==> config.mk <==
export PLATFORM = sky130hd
export DESIGN_NAME = exc_entry_seq
export DESIGN_NICKNAME = d
export VERILOG_FILES = /design/src/rtl/exc_entry_pkg.sv /design/src/rtl/exc_prio_pick.sv /design/src/rtl/exc_fetch_queue.sv /design/src/rtl/exc_seq_ctrl.sv /design/src/rtl/exc_entry_seq.sv
export SDC_FILE = /design/constraint.sdc
export NUM_CORES = 1
export LEC_CHECK = 0
export BUFFER_PORTS_ARGS = -buffer_cell sky130_fd_sc_hd__clkbuf_2
export CAP_MARGIN = 20
export CORE_UTILIZATION = 52
export CTS_CLUSTER_SIZE = 20
export DETAILED_ROUTE_END_ITERATION = 10
export GPL_ROUTABILITY_DRIVEN = 0
export PLACE_DENSITY = 0.8
export SETUP_SLACK_MARGIN = 0.3
export SLEW_MARGIN = 10
export SYNTH_ARGS = -nofsm -noshare
export SYNTH_HDL_FRONTEND = slang
export SYNTH_SLANG_ARGS = --single-unit
==> constraint.sdc <==
create_clock -name clk -period 2.6 [get_ports clk]
set_clock_uncertainty 0.2 [all_clocks]
set_input_delay 0.52 -clock clk [delete_from_list [all_inputs] [get_ports clk]]
set_output_delay 0.52 -clock clk [all_outputs]
set_load 0.005 [all_outputs]
==> src/rtl/exc_entry_pkg.sv <==
package exc_entry_pkg;

    localparam int          I_BIT     = 3;
    localparam logic [15:0] RESET_VEC = 16'hFFFE;
    localparam int          NUM_PUSH  = 5;
    localparam int          QLEN      = 3;
    localparam int          STEP_W    = $clog2(NUM_PUSH);

    typedef enum logic [2:0] {
        ST_IDLE,
        ST_RHOLD,
        ST_PUSH,
        ST_VHI,
        ST_VLO,
        ST_FREE,
        ST_FILL,
        ST_DONE
    } seq_st_e;

    typedef struct packed {
        logic [15:0] pc;
        logic [7:0]  x;
        logic [7:0]  a;
        logic [7:0]  ccr;
    } cpu_ctx_t;

    typedef struct packed {
        logic        rd;
        logic        wr;
        logic [15:0] addr;
        logic [7:0]  wdata;
    } bus_req_t;

    // Byte stored by push step idx: low PC, high PC, X, A, CCR
    function automatic logic [7:0] push_byte(input logic [STEP_W-1:0] idx,
                                             input cpu_ctx_t c);
        logic [7:0] b;
        case (idx)
            0:       b = c.pc[7:0];
            1:       b = c.pc[15:8];
            2:       b = c.x;
            3:       b = c.a;
            default: b = c.ccr;
        endcase
        return b;
    endfunction

    function automatic logic [7:0] mask_set(input logic [7:0] ccr);
        logic [7:0] r;
        r        = ccr;
        r[I_BIT] = 1'b1;
        return r;
    endfunction

endpackage

==> src/rtl/exc_prio_pick.sv <==
module exc_prio_pick #(
    parameter int                    NUM_IRQ = 4,
    parameter logic [NUM_IRQ*16-1:0] IRQ_VEC = {16'hFFF4, 16'hFFF6, 16'hFFF8, 16'hFFFA}
) (
    input  logic [NUM_IRQ-1:0] pend_i,
    output logic               any_o,
    output logic [15:0]        vec_o
);
    // Scan from lowest priority upward so the lowest index is written last
    always_comb begin
        any_o = 1'b0;
        vec_o = '0;
        for (int i = NUM_IRQ - 1; i >= 0; i--) begin
            if (pend_i[i]) begin
                any_o = 1'b1;
                vec_o = IRQ_VEC[i*16 +: 16];
            end
        end
    end
endmodule

==> src/rtl/exc_fetch_queue.sv <==
module exc_fetch_queue
    import exc_entry_pkg::*;
(
    input  logic                      clk,
    input  logic                      rst,
    input  seq_st_e                   st_i,
    input  logic [STEP_W-1:0]         step_i,
    input  logic [7:0]                rdata_i,
    output logic [15:0]               target_o,
    output logic [QLEN-1:0][7:0]      q_o
);
    always_ff @(posedge clk) begin
        if (rst) begin
            target_o <= '0;
            q_o      <= '0;
        end else begin
            case (st_i)
                ST_VHI:  target_o[15:8] <= rdata_i;
                ST_VLO:  target_o[7:0]  <= rdata_i;
                ST_FILL: q_o[step_i[1:0]] <= rdata_i;
                default: ;
            endcase
        end
    end
endmodule

==> src/rtl/exc_seq_ctrl.sv <==
module exc_seq_ctrl
    import exc_entry_pkg::*;
#(
    parameter logic [15:0] SWI_VEC = 16'hFFFC
) (
    input  logic                clk,
    input  logic                rst,
    input  logic                cpu_rst_i,
    input  logic                boundary_i,
    input  logic                swi_i,
    input  logic                irq_any_i,
    input  logic [15:0]         irq_vec_i,
    input  cpu_ctx_t            ctx_i,
    input  logic [15:0]         sp_i,
    input  logic [15:0]         target_i,
    output seq_st_e             st_o,
    output logic [STEP_W-1:0]   step_o,
    output bus_req_t            bus_o,
    output logic [15:0]         sp_o,
    output logic [7:0]          ccr_o,
    output logic                done_o
);
    seq_st_e           st_q;
    logic [STEP_W-1:0] step_q;
    cpu_ctx_t          ctx_q;
    logic [15:0]       sp_q;
    logic [15:0]       vaddr_q;
    logic [7:0]        ccr_q;
    logic              take_irq;

    assign take_irq = boundary_i && (swi_i || (irq_any_i && !ctx_i.ccr[I_BIT]));

    always_ff @(posedge clk) begin
        if (rst) begin
            st_q    <= ST_IDLE;
            step_q  <= '0;
            ctx_q   <= '0;
            sp_q    <= '0;
            vaddr_q <= '0;
            ccr_q   <= '0;
        end else if (cpu_rst_i) begin
            st_q   <= ST_RHOLD;
            step_q <= '0;
        end else begin
            case (st_q)
                ST_IDLE: begin
                    if (take_irq) begin
                        st_q    <= ST_PUSH;
                        step_q  <= '0;
                        ctx_q   <= ctx_i;
                        sp_q    <= sp_i;
                        vaddr_q <= swi_i ? SWI_VEC : irq_vec_i;
                        ccr_q   <= mask_set(ctx_i.ccr);
                    end
                end
                ST_RHOLD: begin
                    st_q    <= ST_VHI;
                    sp_q    <= sp_i;
                    vaddr_q <= RESET_VEC;
                    ccr_q   <= mask_set(ctx_i.ccr);
                end
                ST_PUSH: begin
                    sp_q <= sp_q - 16'd1;
                    if (step_q == STEP_W'(NUM_PUSH - 1)) begin
                        st_q   <= ST_VHI;
                        step_q <= '0;
                    end else begin
                        step_q <= step_q + 1'b1;
                    end
                end
                ST_VHI: st_q <= ST_VLO;
                ST_VLO: st_q <= ST_FREE;
                ST_FREE: begin
                    st_q   <= ST_FILL;
                    step_q <= '0;
                end
                ST_FILL: begin
                    if (step_q == STEP_W'(QLEN - 1)) begin
                        st_q   <= ST_DONE;
                        step_q <= '0;
                    end else begin
                        step_q <= step_q + 1'b1;
                    end
                end
                default: st_q <= ST_IDLE;
            endcase
        end
    end

    always_comb begin
        bus_o = '0;
        case (st_q)
            ST_PUSH: begin
                bus_o.wr    = 1'b1;
                bus_o.addr  = sp_q;
                bus_o.wdata = push_byte(step_q, ctx_q);
            end
            ST_VHI: begin
                bus_o.rd   = 1'b1;
                bus_o.addr = vaddr_q;
            end
            ST_VLO: begin
                bus_o.rd   = 1'b1;
                bus_o.addr = vaddr_q + 16'd1;
            end
            ST_FILL: begin
                bus_o.rd   = 1'b1;
                bus_o.addr = target_i + 16'(step_q);
            end
            default: ;
        endcase
    end

    assign st_o   = st_q;
    assign step_o = step_q;
    assign sp_o   = sp_q;
    assign ccr_o  = ccr_q;
    assign done_o = (st_q == ST_DONE);

    AST_STROBE_EXCL: assert property (@(posedge clk) disable iff (rst)
        !(bus_o.rd && bus_o.wr));
    AST_MASK_BLOCK: assert property (@(posedge clk) disable iff (rst)
        (st_q == ST_IDLE && !swi_i && ctx_i.ccr[I_BIT] && !cpu_rst_i) |=> !bus_o.wr);
    AST_SP_STEP: assert property (@(posedge clk) disable iff (rst)
        (bus_o.wr && !cpu_rst_i) |=> (sp_q == $past(sp_q) - 16'd1));
    AST_FREE_GAP: assert property (@(posedge clk) disable iff (rst)
        (st_q == ST_VLO && !cpu_rst_i) |=> (!bus_o.rd && !bus_o.wr));
    AST_DONE_PULSE: assert property (@(posedge clk) disable iff (rst)
        done_o |=> !done_o);
    AST_DONE_MASK: assert property (@(posedge clk) disable iff (rst)
        done_o |-> ccr_q[I_BIT]);
    AST_ABORT_QUIET: assert property (@(posedge clk) disable iff (rst)
        cpu_rst_i |=> (!bus_o.rd && !bus_o.wr));
endmodule

==> src/rtl/exc_entry_seq.sv <==
module exc_entry_seq
    import exc_entry_pkg::*;
#(
    parameter int                    NUM_IRQ = 4,
    parameter logic [NUM_IRQ*16-1:0] IRQ_VEC = {16'hFFF4, 16'hFFF6, 16'hFFF8, 16'hFFFA},
    parameter logic [15:0]           SWI_VEC = 16'hFFFC
) (
    input  logic               clk,
    input  logic               rst,
    input  logic               cpu_rst_i,
    input  logic               boundary_i,
    input  logic               swi_req_i,
    input  logic [NUM_IRQ-1:0] irq_pend_i,
    input  logic [15:0]        pc_i,
    input  logic [7:0]         x_i,
    input  logic [7:0]         a_i,
    input  logic [7:0]         ccr_i,
    input  logic [15:0]        sp_i,
    output logic [15:0]        bus_addr_o,
    output logic [7:0]         bus_wdata_o,
    input  logic [7:0]         bus_rdata_i,
    output logic               bus_rd_o,
    output logic               bus_wr_o,
    output logic               done_o,
    output logic [15:0]        pc_o,
    output logic [15:0]        sp_o,
    output logic [7:0]         ccr_o,
    output logic [7:0]         q0_o,
    output logic [7:0]         q1_o,
    output logic [7:0]         q2_o
);
    logic              irq_any;
    logic [15:0]       irq_vec;
    cpu_ctx_t          ctx;
    seq_st_e           st;
    logic [STEP_W-1:0] step;
    bus_req_t          bus;
    logic [15:0]       target;
    logic [QLEN-1:0][7:0] q;

    assign ctx = '{pc: pc_i, x: x_i, a: a_i, ccr: ccr_i};

    exc_prio_pick #(
        .NUM_IRQ (NUM_IRQ),
        .IRQ_VEC (IRQ_VEC)
    ) u_pick (
        .pend_i (irq_pend_i),
        .any_o  (irq_any),
        .vec_o  (irq_vec)
    );

    exc_seq_ctrl #(
        .SWI_VEC (SWI_VEC)
    ) u_ctrl (
        .clk        (clk),
        .rst        (rst),
        .cpu_rst_i  (cpu_rst_i),
        .boundary_i (boundary_i),
        .swi_i      (swi_req_i),
        .irq_any_i  (irq_any),
        .irq_vec_i  (irq_vec),
        .ctx_i      (ctx),
        .sp_i       (sp_i),
        .target_i   (target),
        .st_o       (st),
        .step_o     (step),
        .bus_o      (bus),
        .sp_o       (sp_o),
        .ccr_o      (ccr_o),
        .done_o     (done_o)
    );

    exc_fetch_queue u_queue (
        .clk      (clk),
        .rst      (rst),
        .st_i     (st),
        .step_i   (step),
        .rdata_i  (bus_rdata_i),
        .target_o (target),
        .q_o      (q)
    );

    assign bus_addr_o  = bus.addr;
    assign bus_wdata_o = bus.wdata;
    assign bus_rd_o    = bus.rd;
    assign bus_wr_o    = bus.wr;
    assign pc_o        = target;
    assign q0_o        = q[0];
    assign q1_o        = q[1];
    assign q2_o        = q[2];
endmodule

==> run summary <==
result of the run - finished with violations
violated checks - negative setup slack
CTS Hold Bufs - 0
die width - 105 microns
maximum number of pins on one net before global-route repair - 50
number of clock buffers inserted by TritonCTS - 17
Worst VDD drop - 0.554 mV
drt pass-1 iters - 6
Starting Density - 53.4%
final slew viol count - 0
Port Buffer Count - 163
data required time of the critical path - 1.88 ns
clock period minus final worst setup slack - 3.10 ns
area added between synthesis and finish - 39.3%
max_cap viols - 0
number of synthesis warnings - 0
level count of the clock H-tree - 4
final global-route overflow total - 0
number of buffers on the longest clock path - 2
final worst-path setup slack - -0.501 ns
share of final-layout standard cells stronger than drive strength 1 - 32.8%
maximum fanout encountered on the critical timing path - 3
Crit Path Class - reg -> out
library cells used by synthesis - 60
number of nets in the synthesized netlist - 815
FP Rows - 37
Multi-input gate area - 3190 sq um
busiest metal layer after global routing - met2
Post-synth EDFFs - 0
detailed-route DRC error count - 0
diode count - 0
Core ar. - 10,300 sq um
clock edge transition at the registers on the reported setup and hold paths - 0.06 ns
Post-Route Setup TNS - -8.99 ns
sequential element share of the synthesized area - 41.4%
instance count of the mapped netlist - 732
kind of path behind the tightest hold check - in -> reg
# clock sinks - 114
drt total wl - 18,700 microns
CP Capture Type - primary output
first-pass GRT wire length - 28,400 microns
DRC marker count from the first detailed-route iteration - 516
area of the mapped netlist - 5520 sq um
vias in the first global route - 5,875
initial antenna violation count - 0
boundary pin count - 164
relative slew slack - 52.4%
height of the die - 105 microns
crit start category - flop
clock insertion delay at the later pin of the skew report - 0.52 ns
Clock Root Buffer - sky130_fd_sc_hd__clkbuf_8
area of the die - 11,000 sq um
Hold Crit Depth - 3
Worst Reg2Reg Path Length in Cells - 8
total half-perimeter wirelength after legalization and detailed placement - 11,500 microns
dpl cell area - 6540 sq um
Via density - 5.89
detailed-route wire length per cell - 17.5 microns
global-route met2 utilization - 55.6%
setup slack after placement - -0.0123 ns
Placed Instances - 1,009
fraction of met1 tracks used by global routing - 38.1%
Peak Freq - 323 MHz
total power - 4.80 mW
via count - 6,305
most instantiated flip-flop cell in the synthesis netlist - sky130_fd_sc_hd__dfxtp_1
post-detailed-route count of antenna-violating nets - 0
final number of setup-violating endpoints - 23
number of synthesized register bits - 114
total global routing track utilization - 32.3%
actual transition at the worst max-transition pin - 0.707 ns
P_leak - 3.25 nW
TritonCTS clock tree - done
NumNets Final - 1,005
sequential cell area - 2300 sq um
non-filler cells, final - 1,071
met3 track utilization from global routing - 7.86%
Final Cycle Share - 119%
critical path data arrival time - 2.38 ns
Post-synth ARST share - 0%
unrepaired setup endpoints after global routing - true
power density cells - 625 nW/um^2
final number of hold-violating endpoints - 0
fillcell total - 732
Mean Syn Cell Area - 7.53 sq um
Non-Filler Cell Area, Final - 7680 sq um
[registers in the layout (all words and copies together), names as in the netlist]
| name | cells |
|---|---|
| u_ctrl.sp_o | 16 |
| u_ctrl.step_o | 3 |
| u_ctrl.st_o | 3 |
| u_ctrl.ccr_o | 8 |
| u_queue.q_o | 24 |
| u_ctrl.vaddr_q | 4 |
| u_queue.target_o | 16 |
| u_ctrl.ctx_q | 40 |
[cells by family after synthesis]
logic type                 Yosys count  synth area share (%)
and+or+nand+nor                    314                  24.4
AOI/OAI and AO/OA                  201                  21.8
DFF                                114                  41.4
buffers and inverters               63                  4.90
muxes                               16                  2.93
xor gates and xnor gates            14                  2.22
adders and majority gates           10                  2.40
[final timing paths]
path	start	endpoint	slack (ns)
hold / removal	a_i[6]	u_ctrl.ctx_q[14]	0.03
setup / recovery	u_queue.target_o[0]	bus_addr_o[2]	-0.50
hold reg to reg	u_ctrl.ctx_q[16]	u_ctrl.ctx_q[16]	0.25
setup reg to reg	u_ctrl.st_o[1]	u_ctrl.vaddr_q[2]	0.30
[critical path, stage by stage, from the launching register on]
cell and delay (ns):
sky130_fd_sc_hd__dfxtp_4 0.37, sky130_fd_sc_hd__ha_4 0.14, sky130_fd_sc_hd__inv_2 0.04, sky130_fd_sc_hd__fa_2 0.43, sky130_fd_sc_hd__xnor2_2 0.20, sky130_fd_sc_hd__mux2i_1 0.12, sky130_fd_sc_hd__nor2_1 0.13, sky130_fd_sc_hd__a31oi_1 0.06
sky130_fd_sc_hd__o21ai_0 0.20, sky130_fd_sc_hd__clkbuf_2 0.16
[layout by cell type (no fill, tap or decap), types with 5 or more instances in the layout]
cell type / count
sky130_fd_sc_hd__nand2_1: 190
sky130_fd_sc_hd__clkbuf_2: 150
sky130_fd_sc_hd__a21oi_1: 113
sky130_fd_sc_hd__dfxtp_1: 107
sky130_fd_sc_hd__nor2_1: 63
sky130_fd_sc_hd__buf_4: 39
sky130_fd_sc_hd__o21ai_0: 24
sky130_fd_sc_hd__clkbuf_16: 16
sky130_fd_sc_hd__mux2i_1: 15
sky130_fd_sc_hd__buf_6: 13
sky130_fd_sc_hd__buf_2: 12
sky130_fd_sc_hd__xor2_1: 11
sky130_fd_sc_hd__a222oi_1: 9
sky130_fd_sc_hd__inv_1: 8
sky130_fd_sc_hd__and3_1: 8
sky130_fd_sc_hd__o21ai_1: 7
sky130_fd_sc_hd__nand4_1: 7
sky130_fd_sc_hd__nor3_1: 7
sky130_fd_sc_hd__clkinv_4: 6
sky130_fd_sc_hd__a221oi_2: 6
sky130_fd_sc_hd__ha_4: 6
sky130_fd_sc_hd__dfxtp_4: 5
[report_power, final]
part | internal, mW | switching [mW]
clock network | 1.40 | 0.897
logic | 0.266 | 0.358
registers | 1.81 | 0.0742
total | 3.47 | 1.33
[metal layers]
| metal | part of all wire (%) | vias to the layer above |
|---|---|---|
| li1 | - | 2923 |
| met1 | 39 | 2909 |
| met2 | 49 | 401 |
| met3 | 8.2 | 72 |
| met4 | 2.9 | 0 |
| met5 | 0 | - |
[final cells by class]
cell class              count  area share (%)
repair buffers            219            17.6
multi-input cells         555            41.6
clock buffers              18            5.57
inverters                  14           0.814
flip-flops and latches    114            30.0
clock inverters            14            2.02
repair inverters            1           0.212
well taps                 136            2.21
[stage by stage]
stage               hold WS (ns)  utilization, %
floorplan                  0.226               -
global placement           0.241            63.4
detailed placement         0.247            63.4
CTS                      0.00994            73.1
global route              0.0174            74.4
finish                    0.0259            74.4
[cell usage after synthesis, drive strengths merged, types with 2 or more instances]
cell,n,share of area (%)
xnor2,3,0.48
clkbuf,31,2.1
or3,5,0.57
and2,3,0.34
o211ai,4,0.54
a21oi,116,11
nor4,6,0.91
xor2,11,1.7
o31ai,4,0.64
nand3,6,0.54
a222oi,9,1.6
nor3,8,0.73
a211oi,3,0.41
nor2,66,4.5
dfxtp,114,41
nand4,7,0.79
nand2,190,13
a221oi,10,1.6
o32ai,2,0.32
a22o,2,0.32
nor3b,2,0.27
a21o,3,0.41
and3,9,1.0
nor2b,4,0.45
ha,9,2.0
inv,13,0.88
o21ai,31,2.8
o21a,2,0.27
mux2i,15,2.7
a31oi,4,0.45
buf,18,1.8
o41ai,2,0.45
[timing repair]
item | CTS | global route
gates resized for setup | 58 | 29
pin swaps | 22 | 13
setup endpoints to repair | 27 | 84
buffers inserted | 19 | 8
gates cloned | 3 | 0
Power figures use the tool's default switching activity.
